### config.mk
export PLATFORM = sky130hd
export DESIGN_NAME = ir_sip_seq
export DESIGN_NICKNAME = d
export VERILOG_FILES = /design/src/rtl/ir_sip_pkg.sv /design/src/rtl/ir_sip_pattern.sv /design/src/rtl/ir_sip_fsm.sv /design/src/rtl/ir_sip_wdog.sv /design/src/rtl/ir_sip_seq.sv
export SDC_FILE = /design/constraint.sdc
export NUM_CORES = 1
export LEC_CHECK = 0
export BUFFER_PORTS_ARGS = -buffer_cell sky130_fd_sc_hd__buf_4
export CAP_MARGIN = 20
export CORE_MARGIN = 2
export CORE_UTILIZATION = 52
export CTS_CLUSTER_DIAMETER = 60
export CTS_CLUSTER_SIZE = 25
export DETAILED_ROUTE_END_ITERATION = 10
export HOLD_SLACK_MARGIN = 0.08
export PLACE_DENSITY = 0.68
export RECOVER_POWER = 100
export SLEW_MARGIN = 30
export SYNTH_ARGS = -nofsm -noshare
export SYNTH_HDL_FRONTEND = slang
export SYNTH_SLANG_ARGS = --single-unit
### constraint.sdc
create_clock -name clk_i -period 4.1 [get_ports clk_i]
set_input_delay 0.205 -clock clk_i [delete_from_list [all_inputs] [get_ports clk_i]]
set_output_delay 0.205 -clock clk_i [all_outputs]
set_load 0.02 [all_outputs]
### src/rtl/ir_sip_pkg.sv
package ir_sip_pkg;
  typedef enum logic [1:0] {
    ST_OFF   = 2'd0,
    ST_PULSE = 2'd1,
    ST_PREAM = 2'd2,
    ST_DATA  = 2'd3
  } seq_state_e;
endpackage

### src/rtl/ir_sip_pattern.sv
module ir_sip_pattern #(
  parameter int unsigned            PRE_LEN  = 16,
  parameter logic [PRE_LEN-1:0]     PREAMBLE = 16'b1000_0000_1010_1000,
  localparam int unsigned           CHIP_W   = $clog2(PRE_LEN)
) (
  input  logic [CHIP_W-1:0] chip_idx_i,
  output logic              chip_o
);
  logic [PRE_LEN-1:0] order;

  // chip index 0 is the pattern MSB
  for (genvar g = 0; g < PRE_LEN; g++) begin : g_ord
    assign order[g] = PREAMBLE[PRE_LEN-1-g];
  end

  assign chip_o = order[chip_idx_i];
endmodule

### src/rtl/ir_sip_fsm.sv
module ir_sip_fsm
  import ir_sip_pkg::*;
#(
  parameter int unsigned PULSE_HI = 13,
  parameter int unsigned PULSE_LO = 59,
  parameter int unsigned PRE_LEN  = 16,
  localparam int unsigned PULSE_TOT = PULSE_HI + PULSE_LO,
  localparam int unsigned CNT_W     = $clog2(PULSE_TOT),
  localparam int unsigned CHIP_W    = $clog2(PRE_LEN)
) (
  input  logic              clk_i,
  input  logic              rst_ni,
  input  logic              tick_i,
  input  logic              tx_en_i,
  input  logic              frame_done_i,
  input  logic              fifo_ne_i,
  output seq_state_e        state_o,
  output logic [CNT_W-1:0]  pulse_cnt_o,
  output logic [CHIP_W-1:0] chip_idx_o,
  output logic              pulse_go_o,
  output logic              data_start_o
);
  localparam logic [CNT_W-1:0]  CNT_LAST  = CNT_W'(PULSE_TOT - 1);
  localparam logic [CHIP_W-1:0] CHIP_LAST = CHIP_W'(PRE_LEN - 1);

  seq_state_e        state_q, state_d;
  logic [CNT_W-1:0]  cnt_q, cnt_d;
  logic [CHIP_W-1:0] chip_q, chip_d;
  logic              pend_q, pend_d;
  logic              ds_q, ds_d;

  assign pulse_go_o = tx_en_i &&
                      ((state_q == ST_OFF) || (state_q == ST_DATA && frame_done_i));

  always_comb begin
    state_d = state_q;
    cnt_d   = cnt_q;
    chip_d  = chip_q;
    pend_d  = pend_q;
    ds_d    = 1'b0;
    if (!tx_en_i) begin
      state_d = ST_OFF;
      cnt_d   = '0;
      chip_d  = '0;
      pend_d  = 1'b0;
    end else begin
      unique case (state_q)
        ST_OFF: begin
          state_d = ST_PULSE;
          cnt_d   = '0;
        end
        ST_PULSE: begin
          if (tick_i) begin
            if (cnt_q == CNT_LAST) begin
              state_d = ST_PREAM;
              chip_d  = '0;
              pend_d  = 1'b0;
            end else begin
              cnt_d = cnt_q + 1'b1;
            end
          end
        end
        ST_PREAM: begin
          if (fifo_ne_i) pend_d = 1'b1;
          if (tick_i) begin
            if (chip_q == CHIP_LAST) begin
              chip_d = '0;
              if (pend_q || fifo_ne_i) begin
                state_d = ST_DATA;
                pend_d  = 1'b0;
                ds_d    = 1'b1;
              end
            end else begin
              chip_d = chip_q + 1'b1;
            end
          end
        end
        ST_DATA: begin
          if (frame_done_i) begin
            state_d = ST_PULSE;
            cnt_d   = '0;
          end
        end
        default: state_d = ST_OFF;
      endcase
    end
  end

  always_ff @(posedge clk_i or negedge rst_ni) begin
    if (!rst_ni) begin
      state_q <= ST_OFF;
      cnt_q   <= '0;
      chip_q  <= '0;
      pend_q  <= 1'b0;
      ds_q    <= 1'b0;
    end else begin
      state_q <= state_d;
      cnt_q   <= cnt_d;
      chip_q  <= chip_d;
      pend_q  <= pend_d;
      ds_q    <= ds_d;
    end
  end

  assign state_o      = state_q;
  assign pulse_cnt_o  = cnt_q;
  assign chip_idx_o   = chip_q;
  assign data_start_o = ds_q;

  p_dis_off_r1: assert property (@(posedge clk_i) disable iff (!rst_ni)
    !tx_en_i |=> state_q == ST_OFF);

  p_en_pulse_r2: assert property (@(posedge clk_i) disable iff (!rst_ni)
    (state_q == ST_OFF && tx_en_i) |=> (state_q == ST_PULSE && cnt_q == '0));

  p_frame_ign_r6: assert property (@(posedge clk_i) disable iff (!rst_ni)
    (state_q == ST_PREAM && tx_en_i && frame_done_i) |=> state_q != ST_PULSE);

  p_ds_single_r5: assert property (@(posedge clk_i) disable iff (!rst_ni)
    data_start_o |=> !data_start_o);

  p_ds_boundary_r5: assert property (@(posedge clk_i) disable iff (!rst_ni)
    data_start_o |-> ($past(chip_q) == CHIP_LAST && $past(state_q) == ST_PREAM));

  p_hold_r7: assert property (@(posedge clk_i) disable iff (!rst_ni)
    (!tick_i && tx_en_i && state_q == ST_PULSE) |=> $stable(cnt_q));
endmodule

### src/rtl/ir_sip_wdog.sv
module ir_sip_wdog #(
  parameter int unsigned WD_TICKS = 4_000_000,
  localparam int unsigned WD_W    = $clog2(WD_TICKS)
) (
  input  logic clk_i,
  input  logic rst_ni,
  input  logic tick_i,
  input  logic en_i,
  input  logic pulse_go_i,
  input  logic clr_i,
  output logic viol_o
);
  localparam logic [WD_W-1:0] WD_LAST = WD_W'(WD_TICKS - 1);

  logic [WD_W-1:0] cnt_q;
  logic            viol_q;
  logic            hit;

  assign hit = en_i && !pulse_go_i && tick_i && (cnt_q == WD_LAST);

  always_ff @(posedge clk_i or negedge rst_ni) begin
    if (!rst_ni) begin
      cnt_q <= '0;
    end else if (!en_i || pulse_go_i || hit) begin
      cnt_q <= '0;
    end else if (tick_i) begin
      cnt_q <= cnt_q + 1'b1;
    end
  end

  always_ff @(posedge clk_i or negedge rst_ni) begin
    if (!rst_ni)      viol_q <= 1'b0;
    else if (hit)     viol_q <= 1'b1;
    else if (clr_i)   viol_q <= 1'b0;
  end

  assign viol_o = viol_q;

  p_sticky_r9: assert property (@(posedge clk_i) disable iff (!rst_ni)
    (viol_q && !clr_i) |=> viol_q);

  p_cnt_range_r8: assert property (@(posedge clk_i) disable iff (!rst_ni)
    cnt_q <= WD_LAST);

  p_restart_r8: assert property (@(posedge clk_i) disable iff (!rst_ni)
    pulse_go_i |=> cnt_q == '0);
endmodule

### src/rtl/ir_sip_seq.sv
module ir_sip_seq
  import ir_sip_pkg::*;
#(
  parameter int unsigned        PULSE_HI = 13,
  parameter int unsigned        PULSE_LO = 59,
  parameter int unsigned        PRE_LEN  = 16,
  parameter logic [PRE_LEN-1:0] PREAMBLE = 16'b1000_0000_1010_1000,
  parameter int unsigned        WD_TICKS = 4_000_000,
  localparam int unsigned       CNT_W    = $clog2(PULSE_HI + PULSE_LO),
  localparam int unsigned       CHIP_W   = $clog2(PRE_LEN)
) (
  input  logic clk_i,
  input  logic rst_ni,
  input  logic tick_i,
  input  logic tx_en_i,
  input  logic frame_done_i,
  input  logic fifo_ne_i,
  input  logic enc_chip_i,
  input  logic wd_clr_i,
  output logic txd_o,
  output logic pin_own_o,
  output logic tx_clk_en_o,
  output logic data_start_o,
  output logic wd_viol_o
);
  seq_state_e        state;
  logic [CNT_W-1:0]  pulse_cnt;
  logic [CHIP_W-1:0] chip_idx;
  logic              pulse_go;
  logic              pre_chip;
  logic              line;

  ir_sip_fsm #(
    .PULSE_HI(PULSE_HI), .PULSE_LO(PULSE_LO), .PRE_LEN(PRE_LEN)
  ) u_fsm (
    .clk_i        (clk_i),
    .rst_ni       (rst_ni),
    .tick_i       (tick_i),
    .tx_en_i      (tx_en_i),
    .frame_done_i (frame_done_i),
    .fifo_ne_i    (fifo_ne_i),
    .state_o      (state),
    .pulse_cnt_o  (pulse_cnt),
    .chip_idx_o   (chip_idx),
    .pulse_go_o   (pulse_go),
    .data_start_o (data_start_o)
  );

  ir_sip_pattern #(.PRE_LEN(PRE_LEN), .PREAMBLE(PREAMBLE)) u_pat (
    .chip_idx_i (chip_idx),
    .chip_o     (pre_chip)
  );

  ir_sip_wdog #(.WD_TICKS(WD_TICKS)) u_wd (
    .clk_i      (clk_i),
    .rst_ni     (rst_ni),
    .tick_i     (tick_i),
    .en_i       (tx_en_i),
    .pulse_go_i (pulse_go),
    .clr_i      (wd_clr_i),
    .viol_o     (wd_viol_o)
  );

  always_comb begin
    unique case (state)
      ST_PULSE: line = (pulse_cnt < CNT_W'(PULSE_HI));
      ST_PREAM: line = pre_chip;
      ST_DATA:  line = enc_chip_i;
      default:  line = 1'b0;
    endcase
  end

  // disable cuts the line in the same cycle
  assign txd_o       = tx_en_i & line;
  assign pin_own_o   = tx_en_i & (state != ST_OFF);
  assign tx_clk_en_o = pin_own_o;

  p_release_r1: assert property (@(posedge clk_i) disable iff (!rst_ni)
    !tx_en_i |=> !tx_clk_en_o);

  p_own_r10: assert property (@(posedge clk_i) disable iff (!rst_ni)
    (tx_en_i && $past(tx_en_i)) |-> pin_own_o);
endmodule

==> reports/qor.yml, run 1 <==
drt_pass1_iterations: 4
grt_pass1_vias: 1864
rows: 24
skew_ns: 0.009839
vias_per_cell: 6.097
dp_slack_ns: 1.833
antenna_found_initial: 0
htree_levels: 2
wl_per_cell_um: 15.82
cap_violations: 2
synthAdderAreaFrac_pct: 4.269
setup_tns_ns: 0
syn-cell-area_um2: 2345
reg2reg_to: "u_wd.cnt_q[6]$_DFFE_PN0P_"
ios: 13
seqCellArea_um2: 950.9
cts_sinks: 38
critPathCapture: "u_wd.cnt_q[6]$_DFFE_PN0P_"
synth_xor_area_share_pct: 4.482
drt_drc_violations_left: 0
failed_checks: "capacitance limit, slew limit"
maxSlewViolCount: 39
hp-class: "input port to flop"
cts_buffers: 5
sw_frac_of_total_pct: 33.36
p_int_uw: 603.2
clk_latency_ns: 0.30
max_freq_mhz: 353.2
cts_tree: "built"
worst_ep_required_time_ns: 4.24
die_area_um2: 5062
crit_type: "flop to flop"
start_util_pct: 53.85
critPathLaunch: "u_fsm.state_o[0]$_DFFE_PN0P_"
drive_gt1_share_pct: 7.435
final_cell_mix: "38 x dfrtp_1, 26 x nand2_1, 14 x inv_1, 14 x nor3_1"
status: "finished, violations left"
core_area_um2: 4354
ir_worst_vdd_mv: 0.1811
diodes: 0
synth-seq-cells: 38
finalSetupViolCount: 0
ys.flop_type: "dfrtp_1"
path_common_cell: "inv_1"
p_comb_share_pct: 25.1
startpoint_type: "flop"
gp_congestion: 0.8040
grt_usage_pct: 21.76
clkTransAtPathRegs_ns: 0.08
regToRegSetupSlack_ns: 1.27
p_seq_share_pct: 44.9
fin_ws_ns: 1.269
powerDensity_nw_per_um2: 359.4
synth_edf_count: 0
seq_area_frac_synth_pct: 40.55
yosys.area_share.simple_pct: 27.27
wl_mm: 5.077
synth_top_family_by_area: "simple AND/OR/NAND/NOR gates"
die_y_um: 71.15
drtIter0Drc: 116
p_leak_nw: 1.004
root_buffer: "clkbuf_8"
grt.overflow.total: 0
layout.nets: 284
critPathMaxStageDelay_ns: 1.23
synth.mux.area_fraction_pct: 1.281
max_slew_margin_pct: -36.06
num_vias: 1957
grt_first_pass_wirelength_mm: 8.769
slowest_stage: "nor4_1"
synth_compound_area_share_pct: 17.77
fin_crit_sh_pct: 69.06
fillers: 411
r2r_start: "u_fsm.state_o[0]$_DFFE_PN0P_"
worstMarginPinSlew_ns: 2.041
synthDistinctLibCells: 49
final_hold_viol_count: 0
grt_max_degree: 39
cp.arrival_ns: 2.98
io_buffers: 12
syn_nets: 273
die_w_um: 71.15
endpoint_kind: "flop"
async_flop_share_pct: 100.0
layout_commonest_cell: "dfrtp_1"
ff2ff_path_depth: 8
multiInputGateArea_um2: 1266
layout_min_cycle_time_ns: 2.831
path_cells: "inv_1 > ha_1 > nand2b_1 > inv_1 > nand4_1 > nor4_1 > buf_6 > nor3_1"
rsz0062_at_grt: "false"
p_sw_uw: 302.0
clk_path_buf_depth: 2
syn_inst: 257
synth.avg_cell_area_um2: 9.124
path_max_fanout: 11
ant_nets: 0
totalPowerFinal_uw: 905.2
yosysWarnings: 0
hpwlAfterDp_mm: 3.479
synthToLayoutAreaGrowth_pct: 7.417
clockPowerShare_pct: 30.1
==> cells by family (layout without fill, tap and decap cells) <==
kind of cell / after synthesis / in the layout
buffers and inverters: 24 / 36
AOI/OAI and AO/OA: 59 / 59
xor gates and xnor gates: 12 / 12
muxes: 3 / 3
adders and majority gates: 8 / 8
DFF: 38 / 38
and+or+nand+nor: 113 / 113
==> state kept, by name (all words and copies together) (netlist names) <==
| register | count |
|---|---|
| u_fsm.pend_q | 1 |
| u_wd.viol_o | 1 |
| u_fsm.pulse_cnt_o | 7 |
| u_fsm.state_o | 2 |
| u_wd.cnt_q | 22 |
| u_fsm.data_start_o | 1 |
| u_fsm.chip_idx_o | 4 |
==> synthesized netlist by cell type (3+ instances only) <==
| cell | count | share of area [%] |
|---|---|---|
| nor3_1 | 14 | 3.0 |
| a31oi_1 | 5 | 1.3 |
| and3_1 | 6 | 1.6 |
| ha_1 | 8 | 4.3 |
| o21ai_0 | 13 | 2.8 |
| or4_1 | 6 | 1.9 |
| or3_1 | 5 | 1.3 |
| nand3_1 | 13 | 2.8 |
| a21o_1 | 3 | 0.96 |
| nor3b_1 | 3 | 0.96 |
| nand2_1 | 26 | 4.2 |
| nand4_1 | 7 | 1.9 |
| clkbuf_1 | 6 | 0.96 |
| o31ai_1 | 7 | 2.2 |
| a21oi_1 | 6 | 1.3 |
| mux2i_1 | 3 | 1.3 |
| buf_4 | 3 | 0.96 |
| a211oi_1 | 4 | 1.3 |
| o311ai_0 | 3 | 1.1 |
| xor2_1 | 5 | 1.9 |
| dfrtp_1 | 38 | 41 |
| nor4_1 | 4 | 1.1 |
| nor2b_1 | 5 | 1.3 |
| a211oi_2 | 3 | 1.6 |
| nor2_1 | 9 | 1.4 |
| o211ai_1 | 4 | 1.3 |
| inv_1 | 14 | 2.2 |
| xnor2_1 | 7 | 2.6 |
==> power groups by stage <==
| stage | logic (mW) | registers (mW) | clock network, mW |
|---|---|---|---|
| 2_1_floorplan | 0.174 | 0.410 | 0 |
| 3_3_place_gp | 0.233 | 0.413 | 0 |
| 3_5_place_dp | 0.232 | 0.414 | 0 |
| 4_1_cts | 0.236 | 0.406 | 0.279 |
| 5_1_grt | 0.257 | 0.409 | 0.293 |
| 6_report | 0.227 | 0.406 | 0.272 |
==> final cells by class <==
class | instances | area share (%)
flip-flops and latches | 38 | 37.75
clock inverters | 2 | 0.4968
inverters | 14 | 2.086
well taps | 52 | 2.583
multi-input cells | 195 | 50.27
clock buffers | 6 | 3.279
repair buffers | 14 | 3.527
==> timing repair <==
item	4_1_cts	5_1_grt
gates resized for setup	0	0
buffers inserted	0	0
hold buffers	1	0
hold endpoints to repair	38	0
==> how the worst min path moves through the flow <==
stage,startpoint,end,slack (ns),cells past startpoint
6_report,wd_clr_i,u_wd.viol_o$_DFFE_PN0P_,0.18,3
5_1_grt,wd_clr_i,u_wd.viol_o$_DFFE_PN0P_,0.19,3
4_1_cts,wd_clr_i,u_wd.viol_o$_DFFE_PN0P_,0.18,3
3_5_place_dp,rst_ni,u_fsm.chip_idx_o[1]$_DFFE_PN0P_,0.21,1
3_3_place_gp,rst_ni,u_fsm.chip_idx_o[0]$_DFFE_PN0P_,0.21,1
2_1_floorplan,rst_ni,u_fsm.chip_idx_o[0]$_DFFE_PN0P_,-0.09,0
==> critical path, delay by kind of cell, from the launching register on <==
kind / cells / cell delay, ns
and+or+nand+nor: 4 / 1.61
DFF: 1 / 0.40
buffers and inverters: 3 / 0.48
adders and majority gates: 1 / 0.18
==> per-layer routing <==
metal	track usage (%)	part of all wire, %
met1	31.75	52
met3	3.561	3.2
met2	32.82	44
met5	0	0
met4	7.547	0.57
==> stage by stage <==
step           instance area (um2)  hold WS [ns]  utilization (%)  instances
2_1_floorplan                 2345      -0.09059                -        257
3_3_place_gp                  2450        0.2072            56.26        311
3_5_place_dp                  2461        0.2061            56.52        312
4_1_cts                       2566        0.1765            58.94        321
5_1_grt                       2519        0.1948            57.84        321
6_report                      2519        0.1780            57.84        321
(Power assumes the default switching activity.)
==> run 2: changes to the inputs <==
- ABC_AREA: default -> 1
- PLACE_DENSITY: 0.68 -> 0.7
- clock period: 4.1 -> 2.5 ns (I/O delays scaled with it)
==> reports/qor.yml, run 2 <==
cap_violations: 0
p_sw_uw: 552.0
totalPowerFinal_mw: 1.742
maxSlewViolCount: 0
cts_sinks: 38
synthDistinctLibCells: 32
wl_per_cell_um: 12.00
path_cells: "inv_1 > ha_1 > inv_1 > nand2_1 > nor2_1 > clkbuf_1 > nand3_1 > o21bai_1"
sw_frac_of_total_pct: 31.69
path_common_cell: "inv_1"
core_area_um2: 4786
worstMarginPinSlew_ns: 0.9638
clk_path_buf_depth: 2
clkTransAtPathRegs_ns: 0.08
hpwlAfterDp_mm: 4.246
clk_latency_ns: 0.29
p_int_mw: 1.190
final_cell_mix: "98 x nand2_1, 66 x nor2_1, 58 x inv_1"
clockPowerShare_pct: 37.5
synth_edf_count: 0
synth_top_area_share_pct: 36.38
crit_type: "flop to flop"
num_vias: 2364
synthToLayoutAreaGrowth_pct: 10.05
rsz0062_at_grt: "false"
finalSetupViolCount: 0
layout_min_cycle_time_ns: 1.980
yosysWarnings: 0
drt_drc_violations_left: 0
path_max_fanout: 12
critPathMaxStageDelay_ns: 0.48
drtIter0Drc: 110
p_leak_nw: 1.371
die_area_um2: 5609
ios: 13
drive_gt1_share_pct: 8.458
vias_per_cell: 5.041
diodes: 0
worst_ep_required_time_ns: 2.72
cts_tree: "built"
yosys-top-cells-area: "dfrtp_1 36%, nand2_1 14%, nor2_1 9.3%"
hp-class: "input port to flop"
place_inst: 459
start_util_pct: 54.61
wl_mm: 5.627
root_buffer: "clkbuf_8"
synth-seq-cells: 38
htree_levels: 2
top_register: "u_wd.cnt_q"
largest_register_ffs: 22
seq_area_frac_synth_pct: 36.38
timing.hold.ws_ns: 0.1569
grt.overflow.total: 0
ir_worst_vdd_mv: 0.4382
p_comb_share_pct: 23.2
rows: 25
syn_inst: 386
endpoint_kind: "flop"
layout.nets: 417
post_cts_resized: 0
max_slew_margin_pct: 35.75
powerDensity_nw_per_um2: 605.6
io_buffers: 12
ant_nets: 0
status: "complete, no violations"
max_freq_mhz: 505.0
crit_buf_inv: 3
grt_usage_pct: 22.84
ys.flop_type: "dfrtp_1"
layout_commonest_cell: "nand2_1"
skew_ns: 0.002724
fin_crit_sh_pct: 79.20
cp_top_family: "buffers and inverters"
cp.arrival_ns: 2.20
synth_common_cells: "97 x nand2_1, 65 x nor2_1, 58 x inv_1"
antenna_found_initial: 0
cts_setup_buffers: 0
p_seq_share_pct: 39.3
slowest_stage: "clkbuf_1"
async_flop_share_pct: 100.0
cts_buffers: 5
syn_nets: 402
final_hold_viol_count: 0
startpoint_type: "flop"
grt_first_pass_wirelength_mm: 9.770
setup_tns_ns: 0
syn-cell-area_um2: 2614
finalNonFillerCells: 469
yosysMostFrequentCell: "nand2_1"
grt_max_degree: 39
synth.avg_cell_area_um2: 6.771
drt_pass1_iterations: 4
yosys.area.top_type: "dfrtp_1"
grt_pass1_vias: 2270
die_w_um: 74.90
gp_congestion: 0.9194
die_y_um: 74.90
[run 2: cell types whose count changed after synthesis, moves of 6 or more]
| cell | previous run | this run |
|---|---|---|
| inv_1 | 14 | 58 |
| nand2_1 | 26 | 97 |
| or4_1 | 6 | 0 |
| nand3_1 | 13 | 34 |
| o31ai_1 | 7 | 0 |
| nand4_1 | 7 | 18 |
| nand2_2 | 0 | 6 |
| nor2_1 | 9 | 65 |
| o21ai_0 | 13 | 20 |
| nor3_1 | 14 | 2 |
[run 2: final timing paths]
| path | start | depth (start not counted) | endpoint | slack [ns] |
|---|---|---|---|---|
| setup / recovery | u_fsm.state_o[0]$_DFFE_PN0P_ | 8 | u_wd.cnt_q[0]$_DFFE_PN0P_ | 0.52 |
| hold / removal | tx_en_i | 3 | u_fsm.pulse_cnt_o[3]$_DFFE_PN0P_ | 0.16 |
| setup reg to reg | u_fsm.state_o[0]$_DFFE_PN0P_ | 8 | u_wd.cnt_q[0]$_DFFE_PN0P_ | 0.52 |
| hold reg to reg | u_fsm.pend_q$_DFFE_PN0P_ | 2 | u_fsm.pend_q$_DFFE_PN0P_ | 0.50 |
| max in group asynchronous | rst_ni | 2 | u_wd.cnt_q[17]$_DFFE_PN0P_ | 1.39 |
| min in group asynchronous | rst_ni | 2 | u_wd.cnt_q[12]$_DFFE_PN0P_ | 0.52 |
[run 2: timing repair]
action	4_1_cts	5_1_grt
hold buffers	2	0
setup endpoints to repair	0	0
endpoints found under the hold margin	39	0
[run 2: kinds of logic after synthesis]
| logic type | count (synthesis) | share of synthesized area, % |
|---|---|---|
| compound gates | 30 | 6.367 |
| xor+xnor | 5 | 1.676 |
| fa+ha+maj | 8 | 3.830 |
| simple gates | 238 | 40.98 |
| flops | 38 | 36.38 |
| buf+inv | 67 | 10.77 |
[run 2: per-layer routing]
layer  part of all wire (%)  vias up  global-route usage [%]
met3                    4.2       12                   4.284
met2                     48       55                   38.40
li1                       -     1244                       -
met1                     45     1053                   27.97
met4                    2.8        0                   11.51
met5                      0        -                       0
[run 2: area by class of cell]
class	instances	area (um2)
inverters	60	230.2
well taps	67	83.83
clock inverters	2	60.06
flip-flops and latches	38	950.9
fillers	472	1909
clock buffers	6	82.58
repair buffers	15	92.59
multi-input cells	281	1376
[run 2: tightest hold or removal path, cell delays in order]
cell and delay [ns]:
buf_4 0.16, nand3_1 0.08, nand2_1 0.04
[run 2: power groups by stage]
| stage | clock network, mW | logic, mW | registers [mW] |
|---|---|---|---|
| 2_1_floorplan | 0 | 0.323 | 0.688 |
| 3_5_place_dp | 0 | 0.424 | 0.696 |
| 6_report | 0.652 | 0.405 | 0.685 |
| 4_1_cts | 0.672 | 0.429 | 0.683 |
| 3_3_place_gp | 0 | 0.415 | 0.695 |
| 5_1_grt | 0.691 | 0.467 | 0.689 |
[run 2: per-stage QoR]
step	instance area, um2	utilization, %	setup WS (ns)
after floorplan	2614	-	0.9353
after global placement	2744	57.33	0.7917
after detailed placement	2744	57.33	0.6982
after CTS	2907	60.73	0.6768
after global routing	2877	60.10	0.2991
final	2877	60.10	0.5200
==> run 3: changes to the inputs <==
- ABC_AREA: 1 -> 0
- PLACE_DENSITY: 0.7 -> 0.68
- clock period: 2.5 -> 1.95 ns (I/O delays scaled with it)
==> reports/qor.yml, run 3 (synthesized netlist as in run 1, its figures left out) <==
min_to: "u_fsm.state_o[0]$_DFFE_PN0P_"
cts_buffers: 5
cts_tree: "built"
timing.hold.ws_ns: 0.1406
grt_pass1_vias: 1962
root_buffer: "clkbuf_8"
hp-start: "tx_en_i"
max_slew_margin_pct: 36.61
dp_slack_ns: 0.06219
hpwlAfterDp_mm: 3.601
grt_max_degree: 39
max_freq_mhz: 538.0
finalNonFillerCells: 337
crit_type: "flop to output port"
antenna_found_initial: 0
wl_per_cell_um: 14.88
grt_first_pass_wirelength_mm: 8.880
layout_commonest_cell: "dfrtp_1"
cp.arrival_ns: 1.76
clk_path_buf_depth: 2
reg2reg_to: "u_wd.cnt_q[17]$_DFFE_PN0P_"
layout_min_cycle_time_ns: 1.859
gp_congestion: 0.8357
drt_drc_violations_left: 0
cts_setup_buffers: 0
powerDensity_nw_per_um2: 724.1
sw_frac_of_total_pct: 32.05
skew_ns: 0.007630
grt_usage_pct: 21.95
hold_depth: 3
rsz0062_at_grt: "true"
utilization_pct: 62.13
p_leak_nw: 1.121
die_y_um: 71.15
start_util_pct: 53.85
ff2ff_path_depth: 4
p_int_mw: 1.331
layout.nets: 302
cap_violations: 0
fin_crit_sh_pct: 95.32
regToRegSetupSlack_ns: 0.12
die_area_um2: 5062
io_buffers: 12
drtIter0Drc: 172
ant_nets: 0
clockPowerShare_pct: 27.7
htree_levels: 2
vias_per_cell: 6.015
cts_sinks: 38
place_inst: 329
drt_pass1_iterations: 4
rows: 24
ir_worst_vdd_mv: 0.5085
p_comb_share_pct: 28.8
clkTransAtPathRegs_ns: 0.07
grt.overflow.total: 0
path_max_fanout: 6
ios: 13
top_register: "u_wd.cnt_q"
r2r_start: "u_wd.cnt_q[8]$_DFFE_PN0P_"
clk_latency_ns: 0.29
fin_ws_ns: 0.09122
p_sw_uw: 627.7
core_area_um2: 4354
diodes: 0
synthToLayoutAreaGrowth_pct: 15.37
hp-class: "input port to flop"
num_vias: 2027
finalSetupViolCount: 0
maxSlewViolCount: 0
startpoint_type: "flop"
status: "complete, no violations"
wl_mm: 5.015
drive_gt1_share_pct: 16.49
die_w_um: 71.15
final_hold_viol_count: 0
worst_ep_required_time_ns: 1.85
largest_register_ffs: 22
p_seq_share_pct: 43.5
final_cell_mix: "38 x dfrtp_1, 26 x nand2_1, 24 x buf_4"
worstMarginPinSlew_ns: 0.9508
endpoint_kind: "output port"
run 3: cell count changes in the layout (fill, tap and decap cells not counted), sizes merged, moves of 6 or more:
cell	previous run	this run
nand2	104	26
nor2	68	9
inv	60	14
nand3	35	13
buf	6	25
nor3	3	14
nand4	18	8
a211oi	0	7
o21ai	20	13
o31ai	0	7
or4	0	6
run 3: timing repair:
action	CTS	global route
hold buffers	2	0
endpoints found under the setup margin	0	7
gates resized for setup	0	7
endpoints found under the hold margin	39	0
run 3: worst max path at each step:
stage | from | to | slack [ns] | depth (start not counted)
6_report | u_fsm.chip_idx_o[0]$_DFFE_PN0P_ | txd_o | 0.09 | 8
5_1_grt | u_fsm.chip_idx_o[0]$_DFFE_PN0P_ | txd_o | -0.03 | 8
4_1_cts | u_wd.cnt_q[8]$_DFFE_PN0P_ | u_wd.cnt_q[17]$_DFFE_PN0P_ | 0.04 | 4
3_5_place_dp | u_wd.cnt_q[6]$_DFFE_PN0P_ | u_wd.cnt_q[17]$_DFFE_PN0P_ | 0.06 | 4
3_3_place_gp | u_fsm.state_o[0]$_DFFE_PN0P_ | u_wd.cnt_q[18]$_DFFE_PN0P_ | 0.1 | 6
2_1_floorplan | u_fsm.state_o[0]$_DFFE_PN0P_ | u_wd.cnt_q[3]$_DFFE_PN0P_ | 0.02 | 8
run 3: final cells by class:
class | instances | area (um2)
fill | 386 | 1649
timing repair buffer | 32 | 241.5
multi-input combinational | 195 | 1313
sequential | 38 | 950.9
inverter | 14 | 52.55
tap | 52 | 65.06
clock buffer | 6 | 82.58
run 3: power by group through the flow:
stage               clock network (mW)  registers (mW)  logic [mW]
detailed placement                   0           0.868       0.565
floorplan                            0           0.862       0.368
finish                           0.542           0.853       0.564
global route                     0.586           0.857       0.638
CTS                              0.554           0.853       0.569
global placement                     0           0.866       0.557
run 3: stage by stage:
step | TNS (ns) | total power, mW | cell area (um2)
finish | 0 | 1.959 | 2705
floorplan | 0 | 1.230 | 2345
CTS | 0 | 1.975 | 2700
detailed placement | 0 | 1.433 | 2597
global route | -0.09822 | 2.081 | 2705
global placement | 0 | 1.423 | 2597
run 3: metal layers:
metal	share of wire (%)	up-vias	track usage, %
li1	-	1014	-
met1	51	978	31.94
met2	45	28	32.72
met3	2.7	7	3.561
met4	1.4	0	8.595
met5	0	-	0
run 3: worst max-delay path, cell delays in order, from the launching register on:
cell      delay [ns]
dfrtp_1         0.39
buf_4           0.16
inv_1           0.05
ha_1            0.16
nor2_1          0.05
a211oi_2        0.19
o21ai_1         0.11
a31oi_1         0.20
buf_4           0.17
